==> src/rtl/init_seq_pkg.sv <==
package init_seq_pkg;

    typedef enum logic [4:0] {
        ST_IDLE    = 5'b00001,
        ST_REFRESH = 5'b00010,
        ST_CLEAR   = 5'b00100,
        ST_PROBE   = 5'b01000,
        ST_FINISH  = 5'b10000
    } seq_state_e;

    typedef enum logic [1:0] {
        CAUSE_PIN   = 2'd0,
        CAUSE_REG   = 2'd1,
        CAUSE_FLUSH = 2'd2
    } seq_cause_e;

endpackage

==> src/rtl/seq_timer.sv <==
module seq_timer #(
    parameter int unsigned W       = 8,
    parameter int unsigned RST_VAL = 0
) (
    input  logic         clk,
    input  logic         rst_n,
    input  logic         load_i,
    input  logic [W-1:0] len_i,
    output logic         done_o
);

    logic [W-1:0] cnt_d, cnt_q;

    always_comb begin
        cnt_d = cnt_q;
        if (load_i)
            cnt_d = len_i;
        else if (cnt_q != '0)
            cnt_d = cnt_q - 1'b1;
    end

    always_ff @(posedge clk or negedge rst_n) begin
        if (!rst_n) cnt_q <= W'(RST_VAL);
        else        cnt_q <= cnt_d;
    end

    assign done_o = (cnt_q == '0);

endmodule

==> src/rtl/init_seq_fsm.sv <==
module init_seq_fsm
    import init_seq_pkg::*;
#(
    parameter int unsigned REFRESH_CYC = 72000,
    parameter int unsigned PROBE_CYC   = 16800,
    parameter int unsigned SIZE_W      = 2
) (
    input  logic              clk,
    input  logic              rst_n,
    input  logic              soft_req_i,
    input  logic              flush_req_i,
    input  logic              buf_clr_done_i,
    input  logic              mem_present_i,
    input  logic [SIZE_W-1:0] mem_size_i,
    output logic              seq_start_o,
    output logic              data_req_o,
    output logic              rst_stat_o,
    output logic              rstrt_stat_o,
    output logic              refresh_o,
    output logic              buf_clr_o,
    output logic              probe_o,
    output logic              mem_present_o,
    output logic [SIZE_W-1:0] mem_size_o
);

    localparam int unsigned MAX_CYC = (REFRESH_CYC > PROBE_CYC) ? REFRESH_CYC : PROBE_CYC;
    localparam int unsigned TMR_W   = $clog2(MAX_CYC + 1);

    typedef struct packed {
        seq_state_e        st;
        seq_cause_e        cause;
        logic              rst_stat;
        logic              rstrt;
        logic              mem_pres;
        logic [SIZE_W-1:0] mem_size;
    } fsm_t;

    fsm_t       s_d, s_q;
    logic       tmr_load, tmr_done;
    logic       start_d;

    seq_timer #(
        .W       (TMR_W),
        .RST_VAL (REFRESH_CYC - 1)
    ) u_timer (
        .clk    (clk),
        .rst_n  (rst_n),
        .load_i (tmr_load),
        .len_i  (TMR_W'(PROBE_CYC - 1)),
        .done_o (tmr_done)
    );

    always_comb begin
        s_d      = s_q;
        tmr_load = 1'b0;
        start_d  = 1'b0;
        unique case (s_q.st)
            ST_IDLE: begin
                if (soft_req_i) begin
                    s_d.st       = ST_CLEAR;
                    s_d.cause    = CAUSE_REG;
                    s_d.rst_stat = 1'b1;
                    start_d      = 1'b1;
                end else if (flush_req_i) begin
                    s_d.st    = ST_CLEAR;
                    s_d.cause = CAUSE_FLUSH;
                    s_d.rstrt = 1'b1;
                    start_d   = 1'b1;
                end
            end
            ST_REFRESH: begin
                if (tmr_done) s_d.st = ST_CLEAR;
            end
            ST_CLEAR, ST_FINISH: begin
                if (soft_req_i && s_q.cause == CAUSE_FLUSH) begin
                    s_d.st       = ST_CLEAR;
                    s_d.cause    = CAUSE_REG;
                    s_d.rst_stat = 1'b1;
                    s_d.rstrt    = 1'b0;
                    start_d      = 1'b1;
                end else if (s_q.st == ST_FINISH) begin
                    s_d.st       = ST_IDLE;
                    s_d.rst_stat = 1'b0;
                    s_d.rstrt    = 1'b0;
                end else if (buf_clr_done_i) begin
                    if (s_q.cause == CAUSE_FLUSH) begin
                        s_d.st = ST_FINISH;
                    end else begin
                        s_d.st   = ST_PROBE;
                        tmr_load = 1'b1;
                    end
                end
            end
            ST_PROBE: begin
                if (tmr_done) begin
                    s_d.st       = ST_FINISH;
                    s_d.mem_pres = mem_present_i;
                    s_d.mem_size = mem_size_i;
                end
            end
            default: s_d.st = ST_IDLE;
        endcase
    end

    always_ff @(posedge clk or negedge rst_n) begin
        if (!rst_n) begin
            s_q.st       <= ST_REFRESH;
            s_q.cause    <= CAUSE_PIN;
            s_q.rst_stat <= 1'b1;
            s_q.rstrt    <= 1'b0;
            s_q.mem_pres <= 1'b0;
            s_q.mem_size <= '0;
        end else begin
            s_q <= s_d;
        end
    end

    assign seq_start_o   = start_d;
    assign data_req_o    = (s_q.st != ST_IDLE);
    assign rst_stat_o    = s_q.rst_stat;
    assign rstrt_stat_o  = s_q.rstrt;
    assign refresh_o     = (s_q.st == ST_REFRESH);
    assign buf_clr_o     = (s_q.st == ST_CLEAR);
    assign probe_o       = (s_q.st == ST_PROBE);
    assign mem_present_o = s_q.mem_pres;
    assign mem_size_o    = s_q.mem_size;

    AST_STATE_ONEHOT: assert property (@(posedge clk) disable iff (!rst_n) $onehot(s_q.st));
    AST_STATUS_EXCLUSIVE: assert property (@(posedge clk) disable iff (!rst_n) !(s_q.rst_stat && s_q.rstrt));
    AST_BUSY_HAS_STATUS: assert property (@(posedge clk) disable iff (!rst_n) (s_q.st != ST_IDLE) |-> (s_q.rst_stat || s_q.rstrt));
    AST_REFRESH_PIN_ONLY: assert property (@(posedge clk) disable iff (!rst_n) (s_q.st == ST_REFRESH) |-> (s_q.cause == CAUSE_PIN));
    AST_FLUSH_NO_PROBE: assert property (@(posedge clk) disable iff (!rst_n) (s_q.st == ST_PROBE) |-> (s_q.cause != CAUSE_FLUSH));
    AST_CLEAR_WAITS: assert property (@(posedge clk) disable iff (!rst_n) (s_q.st == ST_CLEAR && !buf_clr_done_i) |=> (s_q.st == ST_CLEAR));
    AST_MEM_HELD: assert property (@(posedge clk) disable iff (!rst_n) (s_q.st != ST_PROBE) |=> ($stable(s_q.mem_size) && $stable(s_q.mem_pres)));

endmodule

==> src/rtl/init_seq_regs.sv <==
module init_seq_regs #(
    parameter int unsigned ADDR_W  = 3,
    parameter int unsigned DATA_W  = 8,
    parameter int unsigned IRQ_W   = 4,
    parameter int unsigned DIV_W   = 8,
    parameter int unsigned DIV_RST = 4
) (
    input  logic              clk,
    input  logic              rst_n,
    input  logic              host_wr_i,
    input  logic [ADDR_W-1:0] host_addr_i,
    input  logic [DATA_W-1:0] host_wdata_i,
    input  logic              seq_start_i,
    input  logic [IRQ_W-1:0]  irq_evt_i,
    input  logic              buf_evt_i,
    output logic              soft_req_o,
    output logic              flush_req_o,
    output logic [IRQ_W-1:0]  int_en_o,
    output logic [IRQ_W-1:0]  intr_o,
    output logic              buf_stat_o,
    output logic              play_o,
    output logic              mute_o,
    output logic [DIV_W-1:0]  clkdiv_o
);

    localparam logic [ADDR_W-1:0] A_INT_EN = ADDR_W'(0);
    localparam logic [ADDR_W-1:0] A_PLAY   = ADDR_W'(1);
    localparam logic [ADDR_W-1:0] A_MUTE   = ADDR_W'(2);
    localparam logic [ADDR_W-1:0] A_CLKDIV = ADDR_W'(3);
    localparam logic [ADDR_W-1:0] A_SOFT   = ADDR_W'(4);
    localparam logic [ADDR_W-1:0] A_FLUSH  = ADDR_W'(5);

    typedef struct packed {
        logic [IRQ_W-1:0] int_en;
        logic [IRQ_W-1:0] intr;
        logic             buf_stat;
        logic             play;
        logic             mute;
        logic [DIV_W-1:0] clkdiv;
    } regs_t;

    regs_t r_d, r_q;

    always_comb begin
        r_d = r_q;
        if (seq_start_i) begin
            r_d.intr     = '0;
            r_d.int_en   = '0;
            r_d.buf_stat = 1'b0;
        end else begin
            r_d.intr     = r_q.intr | irq_evt_i;
            r_d.buf_stat = r_q.buf_stat | buf_evt_i;
        end
        if (host_wr_i) begin
            unique case (host_addr_i)
                A_INT_EN: r_d.int_en = host_wdata_i[IRQ_W-1:0];
                A_PLAY:   r_d.play   = host_wdata_i[0];
                A_MUTE:   r_d.mute   = host_wdata_i[0];
                A_CLKDIV: r_d.clkdiv = host_wdata_i[DIV_W-1:0];
                default:  ;
            endcase
        end
    end

    always_ff @(posedge clk or negedge rst_n) begin
        if (!rst_n) begin
            r_q.int_en   <= '0;
            r_q.intr     <= '0;
            r_q.buf_stat <= 1'b0;
            r_q.play     <= 1'b0;
            r_q.mute     <= 1'b0;
            r_q.clkdiv   <= DIV_W'(DIV_RST);
        end else begin
            r_q <= r_d;
        end
    end

    assign soft_req_o  = host_wr_i && (host_addr_i == A_SOFT);
    assign flush_req_o = host_wr_i && (host_addr_i == A_FLUSH);
    assign int_en_o    = r_q.int_en;
    assign intr_o      = r_q.intr;
    assign buf_stat_o  = r_q.buf_stat;
    assign play_o      = r_q.play;
    assign mute_o      = r_q.mute;
    assign clkdiv_o    = r_q.clkdiv;

    AST_START_CLEARS: assert property (@(posedge clk) disable iff (!rst_n) seq_start_i |=> (r_q.intr == '0 && r_q.int_en == '0 && !r_q.buf_stat));
    AST_START_KEEPS_CTRL: assert property (@(posedge clk) disable iff (!rst_n) seq_start_i |=> ($stable(r_q.play) && $stable(r_q.mute) && $stable(r_q.clkdiv)));

endmodule

==> src/rtl/init_sequencer.sv <==
module init_sequencer #(
    parameter int unsigned ADDR_W      = 3,
    parameter int unsigned DATA_W      = 8,
    parameter int unsigned IRQ_W       = 4,
    parameter int unsigned DIV_W       = 8,
    parameter int unsigned DIV_RST     = 4,
    parameter int unsigned SIZE_W      = 2,
    parameter int unsigned REFRESH_CYC = 72000,
    parameter int unsigned PROBE_CYC   = 16800
) (
    input  logic              clk,
    input  logic              rst_n,
    input  logic              host_wr_i,
    input  logic [ADDR_W-1:0] host_addr_i,
    input  logic [DATA_W-1:0] host_wdata_i,
    input  logic              data_wr_i,
    input  logic [IRQ_W-1:0]  irq_evt_i,
    input  logic              buf_evt_i,
    input  logic              buf_clr_done_i,
    input  logic              mem_present_i,
    input  logic [SIZE_W-1:0] mem_size_i,
    output logic              data_req_o,
    output logic              data_ack_o,
    output logic              rst_stat_o,
    output logic              rstrt_stat_o,
    output logic [IRQ_W-1:0]  int_en_o,
    output logic [IRQ_W-1:0]  intr_o,
    output logic              buf_stat_o,
    output logic              play_o,
    output logic              mute_o,
    output logic [DIV_W-1:0]  clkdiv_o,
    output logic              refresh_o,
    output logic              buf_clr_o,
    output logic              probe_o,
    output logic              mem_present_o,
    output logic [SIZE_W-1:0] mem_size_o
);

    logic soft_req, flush_req, seq_start;

    init_seq_regs #(
        .ADDR_W  (ADDR_W),
        .DATA_W  (DATA_W),
        .IRQ_W   (IRQ_W),
        .DIV_W   (DIV_W),
        .DIV_RST (DIV_RST)
    ) u_regs (
        .clk          (clk),
        .rst_n        (rst_n),
        .host_wr_i    (host_wr_i),
        .host_addr_i  (host_addr_i),
        .host_wdata_i (host_wdata_i),
        .seq_start_i  (seq_start),
        .irq_evt_i    (irq_evt_i),
        .buf_evt_i    (buf_evt_i),
        .soft_req_o   (soft_req),
        .flush_req_o  (flush_req),
        .int_en_o     (int_en_o),
        .intr_o       (intr_o),
        .buf_stat_o   (buf_stat_o),
        .play_o       (play_o),
        .mute_o       (mute_o),
        .clkdiv_o     (clkdiv_o)
    );

    init_seq_fsm #(
        .REFRESH_CYC (REFRESH_CYC),
        .PROBE_CYC   (PROBE_CYC),
        .SIZE_W      (SIZE_W)
    ) u_fsm (
        .clk            (clk),
        .rst_n          (rst_n),
        .soft_req_i     (soft_req),
        .flush_req_i    (flush_req),
        .buf_clr_done_i (buf_clr_done_i),
        .mem_present_i  (mem_present_i),
        .mem_size_i     (mem_size_i),
        .seq_start_o    (seq_start),
        .data_req_o     (data_req_o),
        .rst_stat_o     (rst_stat_o),
        .rstrt_stat_o   (rstrt_stat_o),
        .refresh_o      (refresh_o),
        .buf_clr_o      (buf_clr_o),
        .probe_o        (probe_o),
        .mem_present_o  (mem_present_o),
        .mem_size_o     (mem_size_o)
    );

    assign data_ack_o = data_wr_i && !data_req_o;

endmodule

==> config.mk <==
export PLATFORM = sky130hd
export DESIGN_NAME = init_sequencer
export DESIGN_NICKNAME = d
export VERILOG_FILES = /design/src/rtl/init_seq_pkg.sv /design/src/rtl/seq_timer.sv /design/src/rtl/init_seq_fsm.sv /design/src/rtl/init_seq_regs.sv /design/src/rtl/init_sequencer.sv
export SDC_FILE = /design/constraint.sdc
export NUM_CORES = 1
export LEC_CHECK = 0
export ABC_AREA = 0
export BUFFER_PORTS_ARGS = -buffer_cell sky130_fd_sc_hd__buf_2
export CAP_MARGIN = 20
export CELL_PAD_IN_SITES_DETAIL_PLACEMENT = 1
export CELL_PAD_IN_SITES_GLOBAL_PLACEMENT = 2
export CORE_MARGIN = 5
export CORE_UTILIZATION = 36
export CTS_CLUSTER_SIZE = 25
export DETAILED_ROUTE_END_ITERATION = 8
export GPL_TIMING_DRIVEN = 0
export PLACE_DENSITY_LB_ADDON = 0.1
export SETUP_SLACK_MARGIN = 0.1
export SLEW_MARGIN = 25
export SYNTH_ARGS = -nofsm -noshare
export SYNTH_HDL_FRONTEND = slang
export SYNTH_SLANG_ARGS = --single-unit
==> constraint.sdc <==
create_clock -name clk -period 5.1 [get_ports clk]
set_clock_uncertainty 0.15 [all_clocks]
set_input_delay 0 -clock clk [delete_from_list [all_inputs] [get_ports clk]]
set_output_delay 0 -clock clk [all_outputs]
set_load 0.03 [all_outputs]
# Yosys cells after proc, flatten, opt, wreduce, memory -nomap -nowiden
# Cells that the tools add are included.
[word_totals]
ff_bits = 48
out_inout_bits = 29
word_cells = 87
[op_classes]
n_addsub = 1
n_eq_ne = 21
mux = 31
n_bitwise = 2
n_reduce_logical = 19
[op_table]
columns = ["cell", "count"]
rows = [
  ["5-bit 2-to-1 mux", 7],
  ["17-bit 2-to-1 mux", 2],
  ["5-bit case mux with 4 select lines", 1],
  ["17-bit logical NOT", 1],
  ["17-bit nonzero test", 1],
  ["17-bit by 1-bit subtractor with 17-bit output (second input constant)", 1],
  ["7-bit 2-to-1 mux", 2],
  ["4-bit 2-to-1 mux", 3],
  ["1-bit 2-to-1 mux", 11],
  ["2-bit by 1-bit != test with 1-bit output (second input constant)", 4],
  ["4-bit case mux with 2 select lines", 1],
  ["2-bit AND reduction", 4],
  ["4-bit AND reduction", 2],
  ["3-bit by 2-bit == test with 1-bit output (second input constant)", 2],
  ["3-bit == test (second input constant)", 2],
  ["2-bit 2-to-1 mux", 3],
  ["3-bit AND reduction", 2],
  ["5-bit by 1-bit == test with 1-bit output (second input constant)", 1],
  ["5-bit by 2-bit == test with 1-bit output (second input constant)", 1],
  ["5-bit by 3-bit == test with 1-bit output (second input constant)", 1],
  ["5-bit by 4-bit == test with 1-bit output (second input constant)", 1],
  ["5-bit == test (second input constant)", 1],
  ["5-bit by 1-bit != test with 1-bit output (second input constant)", 1],
  ["1-bit logical AND", 4],
  ["other kinds (13)", 15],
]

# Depth between registers and ports, before layout
# Gate-level depths: netlist of run 1.
[depth]
depth_word = 8
mapped_depth = 7

# Modules after synthesis
# Synthesis of run 1 repeated with hierarchy kept, for this count alone.
[unflattened]
hier_cells = 239
area_unflattened_um2 = 2560.0
[modules_own_cells]
columns = ["mod", "n_inst", "cells_each", "area_per_inst_um2", "seq_area_each_um2"]
rows = [
  ["seq_timer", 1, 109, 1046.0, 437.9],
  ["init_seq_regs", 1, 55, 774.5, 476.7],
  ["init_seq_fsm", 1, 74, 725.7, 302.8],
  ["init_sequencer", 1, 1, 13.8, 0.0],
]

# Worst setup path after synthesis of run 1
# No wires, ideal clock.
[synth_path]
kind = "register to register"
from = "reg u_fsm.u_timer.cnt_q[0]"
to = "reg u_fsm.s_q, in the netlist u_fsm.mem_present_o"
t_arrival_ns = 2.075
required_time_ns = 4.825
path_slack_ns = 2.750
path_stages_with_launch = 8
path_buffers = 1
synth_period_minus_slack_ns = 2.350
cell_sequence = "dfstp_2 > inv_1 > ha_1 > or3b_2 > or3_1 > buf_6 > nor3_4 > mux2_2"
[synth_between]
elab_chain_len = 2
[synth_rtl]
columns = ["element", "line", "source"]
rows = [
  ["start: declaration", "seq_timer.sv:12", "logic [W-1:0] cnt_d, cnt_q;"],
  ["start signal: assignment", "seq_timer.sv:23", "if (!rst_n) cnt_q <= W'(RST_VAL);"],
  ["start signal: assignment", "seq_timer.sv:24", "else cnt_q <= cnt_d;"],
  ["17-bit logical NOT", "seq_timer.sv:27", "assign done_o = (cnt_q == '0);"],
  ["2-bit AND reduction (no source line)", "-", ""],
  ["end: declaration", "init_seq_fsm.sv:38", "fsm_t s_d, s_q;"],
]
# Every way passes these cells.
# A chain may end at the register's enable or synchronous reset.

==> impl_metrics.json, run 1 <==
{
  "relSlewSlack": 0.500,
  "outcome": "finished clean",
  "synth.avg_cell_area_um2": 10.2,
  "dr.pass1.iters": 4,
  "core.rowCount": 29,
  "grt_usage": 0.156,
  "cp_max_fo": 9,
  "ys_types": 54,
  "gp_congestion": 0.769,
  "intPower_uw": 894,
  "holdWs_ns": 0.0570,
  "total_power_uw": 1480,
  "wire_per_inst_um": 15.7,
  "seq_area_frac_synth": 0.504,
  "period_share": 0.496,
  "numCtsBuffers": 5,
  "p_sw_uw": 587,
  "initial_core_util": 0.376,
  "drive_gt1_frac": 0.303,
  "die_area_um2": 8450,
  "h-tree-depth": 2,
  "clock_sinks": 48,
  "layout_commonest_cell": "buf_2",
  "cts_tree": "done",
  "syn-cell-area_um2": 2410,
  "synth_fp_nets": 262,
  "crit_chain": "or3_1 -> nor3b_2 -> inv_1 -> a21oi_1 -> o21ai_0",
  "combPwrFrac": 0.377,
  "core-area_um2": 6420,
  "rsz0062_at_grt": "no",
  "ir_drop_uv": 186,
  "p_seq_frac": 0.433,
  "grt_max_degree": 49,
  "crit_buf_inv": 1,
  "worstPathArrival_ns": 2.54,
  "r2r_start": "u_fsm.s_q[10]",
  "clk_pin_slew_worst_paths_ns": 0.10,
  "grt_overflow": 0,
  "die_w_um": 91.9,
  "cap_violations": 0,
  "area_growth_syn_to_layout_pct": 29.4,
  "cp.required_ns": 5.11,
  "ys_warn_count": 0,
  "grt_antenna_before_repair": 0,
  "hold_buffers": 24,
  "synth_flop_cell": "dfrtp_1",
  "final_core_util": 0.487,
  "cpLargestDelayFamily": "compound AO/OA/AOI/OAI gates",
  "grt_pass1_wl_mm": 10.9,
  "final-hold-violation-count": 0,
  "vias": 2104,
  "path_class": "register to register",
  "slowest_stage": "a21oi_1",
  "worstSetupEndpoint": "u_regs.int_en_o[3]",
  "post_cts_buffers": 0,
  "min_period_ns": 2.53,
  "drc": 0,
  "setup-tns-final_ns": 0,
  "min-delay-path-class": "input pin to register",
  "fillers": 720,
  "max_slew.worst_pin.slew_ns": 0.744,
  "die_h_um": 91.9,
  "routed_wl_mm": 6.22,
  "synth_edf_count": 0,
  "drtAntennaViolNets": 0,
  "switching_share": 0.396,
  "vias_per_cell": 5.30,
  "clock_path_buffers": 2,
  "dp_worst_setup_slack_ns": 2.52,
  "final_nets": 345,
  "reg2reg_depth": 5,
  "final_cell_mix": "buf_2 (52), dfrtp_1 (35), dlygate4sd3_1 (24)",
  "synthCells": 236,
  "cts_resized": 0,
  "clockPowerShare": 0.190,
  "end_kind": "register",
  "setup_ws_ns": 2.57,
  "ff2ff_setup_slack_ns": 2.57,
  "async_reset_ff_frac": 1.00,
  "timing.rr.end": "u_regs.int_en_o[3]",
  "finalSetupViolCount": 0,
  "cpPeakStageDelay_ns": 0.59,
  "dp_hpwl_mm": 4.35,
  "clkLatencyLatePin_ns": 0.30,
  "slew_viol_final": 0,
  "powerDensity_nw_per_um2": 474,
  "ys_ff_latch": 48,
  "grt_pass1_vias": 2248,
  "ios": 53,
  "fmax_mhz": 395,
  "cp_num_cells": 5,
  "ctsRootBufferMaster": "clkbuf_8",
  "layout.area.seq_um2": 1220,
  "power.leakage_uw": 0.00136,
  "critPathLaunch": "u_fsm.s_q[10]",
  "antennaDiodeCount": 0,
  "cp-start-kind": "register",
  "multiInputGateArea_um2": 1120,
  "dr.first_iter.drc_count": 76,
  "io_buffers": 52
}
[cell families after synthesis]
| kind of cell | synth area share |
|---|---|
| AO/OA/AOI/OAI | 0.148 |
| buffers and inverters | 0.0316 |
| flip-flops | 0.504 |
| multiplexers | 0.0731 |
| adder cells (fa/ha/maj) | 0.0104 |
| AND/OR/NAND/NOR | 0.230 |
| XOR/XNOR | 0.00363 |
[area by class of cell]
type                            count  area share
Multi-Input combinational cell    172       0.359
Buffer                              9      0.0160
Clock buffer                        5      0.0220
Sequential cell                    48       0.390
Clock inverter                      3      0.0136
Timing Repair Buffer               76       0.161
Tap cell                           77      0.0308
Inverter                            7     0.00841
[tightest hold or removal path, cell delays in order]
cell and delay, ns:
buf_2 0.09, nor3b_1 0.05, nand4_1 0.10, and3_1 0.17, o32ai_1 0.07
[synth_stat cells (all sizes together), types with 4 or more instances]
cell type / n / area (um^2)
dfrtp: 35 / 876
nor2: 21 / 78.8
nand2: 19 / 71.3
o21ai: 14 / 70.1
a21oi: 13 / 65.1
dfstp: 13 / 342
mux2: 13 / 146
nor3: 11 / 71.3
inv: 7 / 26.3
nand2b: 6 / 37.5
or3: 6 / 37.5
or4: 6 / 45.0
clkbuf: 5 / 18.8
nor3b: 5 / 42.5
a211oi: 4 / 30.0
and2: 4 / 25.0
buf: 4 / 31.3
nand4: 4 / 25.0
o31ai: 4 / 30.0
[how the worst min path moves through the flow]
stage                        start                   to  depth (start not counted)
global route        host_addr_i[0]         u_fsm.s_q[9]                          5
floorplan                    rst_n  u_fsm.mem_present_o                          0
CTS                 host_addr_i[0]         u_fsm.s_q[9]                          5
global placement      irq_evt_i[0]     u_regs.intr_o[0]                          3
finish              host_addr_i[0]         u_fsm.s_q[9]                          5
detailed placement           rst_n  u_fsm.mem_size_o[1]                          1
[flip-flops by register name, indices dropped and copies added (netlist names), 2 cells and up]
register / count
u_regs.int_en_o: 4
u_regs.intr_o: 4
u_regs.clkdiv_o: 8
u_fsm.u_timer.cnt_q: 17
u_fsm.mem_size_o: 2
u_fsm.s_q: 7
[power by group through the flow]
stage          sequential (uW)  clock, uW  combinational, uW
2_1_floorplan              696          0                331
3_3_place_gp               644          0                540
3_5_place_dp               647          0                550
4_1_cts                    641        292                563
5_1_grt                    666        309                624
6_report                   641        281                558
[stage by stage]
stage	cells	cell area (um^2)
4_1_cts	397	3130
3_5_place_dp	365	2770
6_report	397	3130
5_1_grt	397	3130
3_3_place_gp	365	2770
2_1_floorplan	236	2410
[layer usage]
layer | global-route usage | part of all wire | vias up
met5 | 0 | 0 | -
met4 | 0.0334 | 0.0055 | 0
met1 | 0.210 | 0.48 | 1028
met2 | 0.254 | 0.47 | 38
met3 | 0.0393 | 0.049 | 2
li1 | - | - | 1036
Note: power is estimated with default switching activity, not from simulation.
==> run 2: changes to the inputs <==
--- a/config.mk
+++ b/config.mk
@@ -5,13 +5,13 @@
 export SDC_FILE = /design/constraint.sdc
 export NUM_CORES = 1
 export LEC_CHECK = 0
-export ABC_AREA = 0
+export ABC_AREA = 1
 export BUFFER_PORTS_ARGS = -buffer_cell sky130_fd_sc_hd__buf_2
 export CAP_MARGIN = 20
 export CELL_PAD_IN_SITES_DETAIL_PLACEMENT = 1
 export CELL_PAD_IN_SITES_GLOBAL_PLACEMENT = 2
 export CORE_MARGIN = 5
-export CORE_UTILIZATION = 36
+export CORE_UTILIZATION = 28
 export CTS_CLUSTER_SIZE = 25
 export DETAILED_ROUTE_END_ITERATION = 8
 export GPL_TIMING_DRIVEN = 0
==> constraint.sdc (replaced) <==
create_clock -name clk -period 2.3 [get_ports clk]
set_clock_uncertainty 0.15 [all_clocks]
set_input_delay 0 -clock clk [delete_from_list [all_inputs] [get_ports clk]]
set_output_delay 0 -clock clk [all_outputs]
set_load 0.03 [all_outputs]
==> impl_metrics.json, run 2 <==
{
  "outcome": "finished clean",
  "stdcell_count": 508,
  "routed_wl_mm": 7.05,
  "initial_core_util": 0.289,
  "multiInputGateArea_um2": 1100,
  "vias": 2313,
  "ys_ff_latch": 48,
  "max_slew.worst_pin.slew_ns": 0.640,
  "antennaDiodeCount": 0,
  "post-synth-top-area-fraction": 0.346,
  "switching_share": 0.410,
  "final_cell_mix": "nand2_1 (71), buf_2 (52), nor2_1 (50)",
  "cp-start-kind": "register",
  "grt_overflow": 0,
  "clock_sinks": 48,
  "holdPathStages": 5,
  "crit_chain": "inv_1 -> ha_1 -> nand3_1 -> nor2_1 -> nand2_2 -> nand2_1 -> nand2_1 -> o21bai_2",
  "min-delay-path-class": "input pin to register",
  "path_class": "register to register",
  "end_kind": "register",
  "synth_common_cells": "nand2_1 (71), nor2_1 (50), inv_1 (42)",
  "clk_pin_slew_worst_paths_ns": 0.09,
  "reg2reg_depth": 8,
  "dp_hpwl_mm": 5.29,
  "cap_violations": 0,
  "top_register": "u_fsm.u_timer.cnt_q",
  "ys_types": 33,
  "fillers": 1059,
  "drive_gt1_frac": 0.275,
  "synth_area_leader_cell": "dfrtp_1",
  "die_w_um": 105,
  "async_reset_ff_frac": 1.00,
  "ctsRootBufferMaster": "clkbuf_8",
  "synth.avg_cell_area_um2": 8.02,
  "crit_top_cell": "nand2_1",
  "post-place-cells": 476,
  "synth_fp_nets": 342,
  "cp.required_ns": 2.34,
  "grt_antenna_before_repair": 0,
  "slew_viol_final": 0,
  "seq_area_frac_synth": 0.480,
  "layout_commonest_cell": "nand2_1",
  "cts_resized": 0,
  "relSlewSlack": 0.573,
  "worstPathArrival_ns": 1.86,
  "core.rowCount": 34,
  "post_cts_buffers": 0,
  "grt_max_degree": 49,
  "synth.most_common_cell": "nand2_1",
  "final_nets": 425,
  "dr.pass1.iters": 4,
  "power.leakage_uw": 0.00168,
  "cpPeakStageDelay_ns": 0.59,
  "layout.area.seq_um2": 1220,
  "area_growth_syn_to_layout_pct": 29.4,
  "ir_drop_uv": 383,
  "cp_max_fo": 9,
  "clockPowerShare": 0.191,
  "intPower_uw": 1890,
  "die_h_um": 105,
  "fmax_mhz": 549,
  "drtAntennaViolNets": 0,
  "min_period_ns": 1.82,
  "slowest_stage": "dfstp_2",
  "drc": 0,
  "p_seq_frac": 0.401,
  "io_buffers": 52,
  "p_sw_uw": 1310,
  "dr.first_iter.drc_count": 43,
  "vias_per_cell": 4.55,
  "powerDensity_nw_per_um2": 976,
  "rsz0062_at_grt": "no",
  "synthCells": 316,
  "gp_congestion": 0.716,
  "die_area_um2": 11100,
  "combPwrFrac": 0.408,
  "finalSetupViolCount": 0,
  "syn-cell-area_um2": 2530,
  "synth_flop_cell": "dfrtp_1",
  "clock_path_buffers": 2,
  "wire_per_inst_um": 13.9,
  "largest_register_ffs": 17,
  "h-tree-depth": 2,
  "clkLatencyLatePin_ns": 0.30,
  "core-area_um2": 8760,
  "ys_warn_count": 0,
  "grt_usage": 0.135,
  "final_core_util": 0.374,
  "synth_edf_count": 0,
  "cts_tree": "done",
  "period_share": 0.792,
  "grt_pass1_vias": 2547,
  "synth_area_leaders": "dfrtp_1 (35%), dfstp_2 (13%), nand2_1 (11%), nor2_1 (7.4%), inv_1 (6.2%)",
  "setup-tns-final_ns": 0,
  "final-hold-violation-count": 0,
  "grt_pass1_wl_mm": 12.2,
  "numCtsBuffers": 5,
  "ios": 53
}
run 2: changes by cell type after synthesis, moves of 7 or more:
cell / previous run / this run
inv_1: 7 / 42
nand3_1: 3 / 25
nand2_1: 19 / 71
nor2_1: 21 / 50
nand2_2: 0 / 7
a21oi_1: 13 / 4
nor2_2: 0 / 7
mux2_2: 13 / 3
nor3_1: 9 / 2
run 2: logic make-up after synthesis:
family | after synthesis | share of synthesized area
compound gates | 28 | 0.0637
xor+xnor | 4 | 0.0138
fa+ha+maj | 2 | 0.00987
buf+inv | 50 | 0.0839
flops | 48 | 0.480
mux | 4 | 0.0178
simple gates | 180 | 0.330
run 2: final cells by class:
| cell class | count | share of cell area |
|---|---|---|
| tap | 108 | 0.0412 |
| buffer | 5 | 0.0130 |
| sequential | 48 | 0.371 |
| clock buffer | 6 | 0.0221 |
| inverter | 45 | 0.0519 |
| timing repair buffer | 76 | 0.153 |
| multi-input combinational | 218 | 0.337 |
| clock inverter | 2 | 0.0107 |
run 2: path summary, 6_finish.rpt:
| kind | startpoint | end | slack, ns |
|---|---|---|---|
| max | u_fsm.u_timer.cnt_q[0] | u_fsm.s_q[9] | 0.48 |
| min | host_wr_i | u_regs.play_o | 0.02 |
| max reg2reg | u_fsm.u_timer.cnt_q[0] | u_fsm.s_q[9] | 0.48 |
| min reg2reg | u_fsm.rstrt_stat_o | u_fsm.rstrt_stat_o | 0.32 |
| max in group asynchronous | rst_n | u_regs.int_en_o[1] | 1.46 |
| min in group asynchronous | rst_n | u_regs.mute_o | 0.11 |
run 2: power groups by stage:
stage / Combinational, uW / Sequential, uW / Clock (uW)
2_1_floorplan: 764 / 1440 / 0
3_3_place_gp: 1270 / 1290 / 0
3_5_place_dp: 1290 / 1300 / 0
4_1_cts: 1340 / 1290 / 646
5_1_grt: 1480 / 1310 / 681
6_report: 1310 / 1280 / 613
run 2: repair_timing:
item                       4_1_cts  5_1_grt
setup endpoints to repair        0        0
hold buffers                    24        0
hold endpoints to repair        74        0
run 2: metal layers:
metal  share of wire  track usage
met4           0.013       0.0356
met1            0.46        0.172
met2            0.48        0.226
met5               0            0
met3           0.053       0.0370
run 2: critical path, delay by kind of cell (launching register included):
| kind | cells | cell delay, ns |
|---|---|---|
| AO/OA/AOI/OAI | 1 | 0.06 |
| flip-flops | 1 | 0.59 |
| adder cells (fa/ha/maj) | 1 | 0.24 |
| AND/OR/NAND/NOR | 5 | 0.58 |
| buffers and inverters | 1 | 0.10 |
run 2: stage by stage:
step                      worst slack [ns]  power, uW  cell area (um^2)  hold slack, ns
after global placement               0.504       2560              2930          0.0650
final                                0.479       3200              3280          0.0186
after global routing                 0.333       3470              3280          0.0477
after floorplan                      0.673       2210              2530          -0.446
after detailed placement             0.499       2590              2930         -0.0763
after CTS                            0.471       3270              3280         0.00688
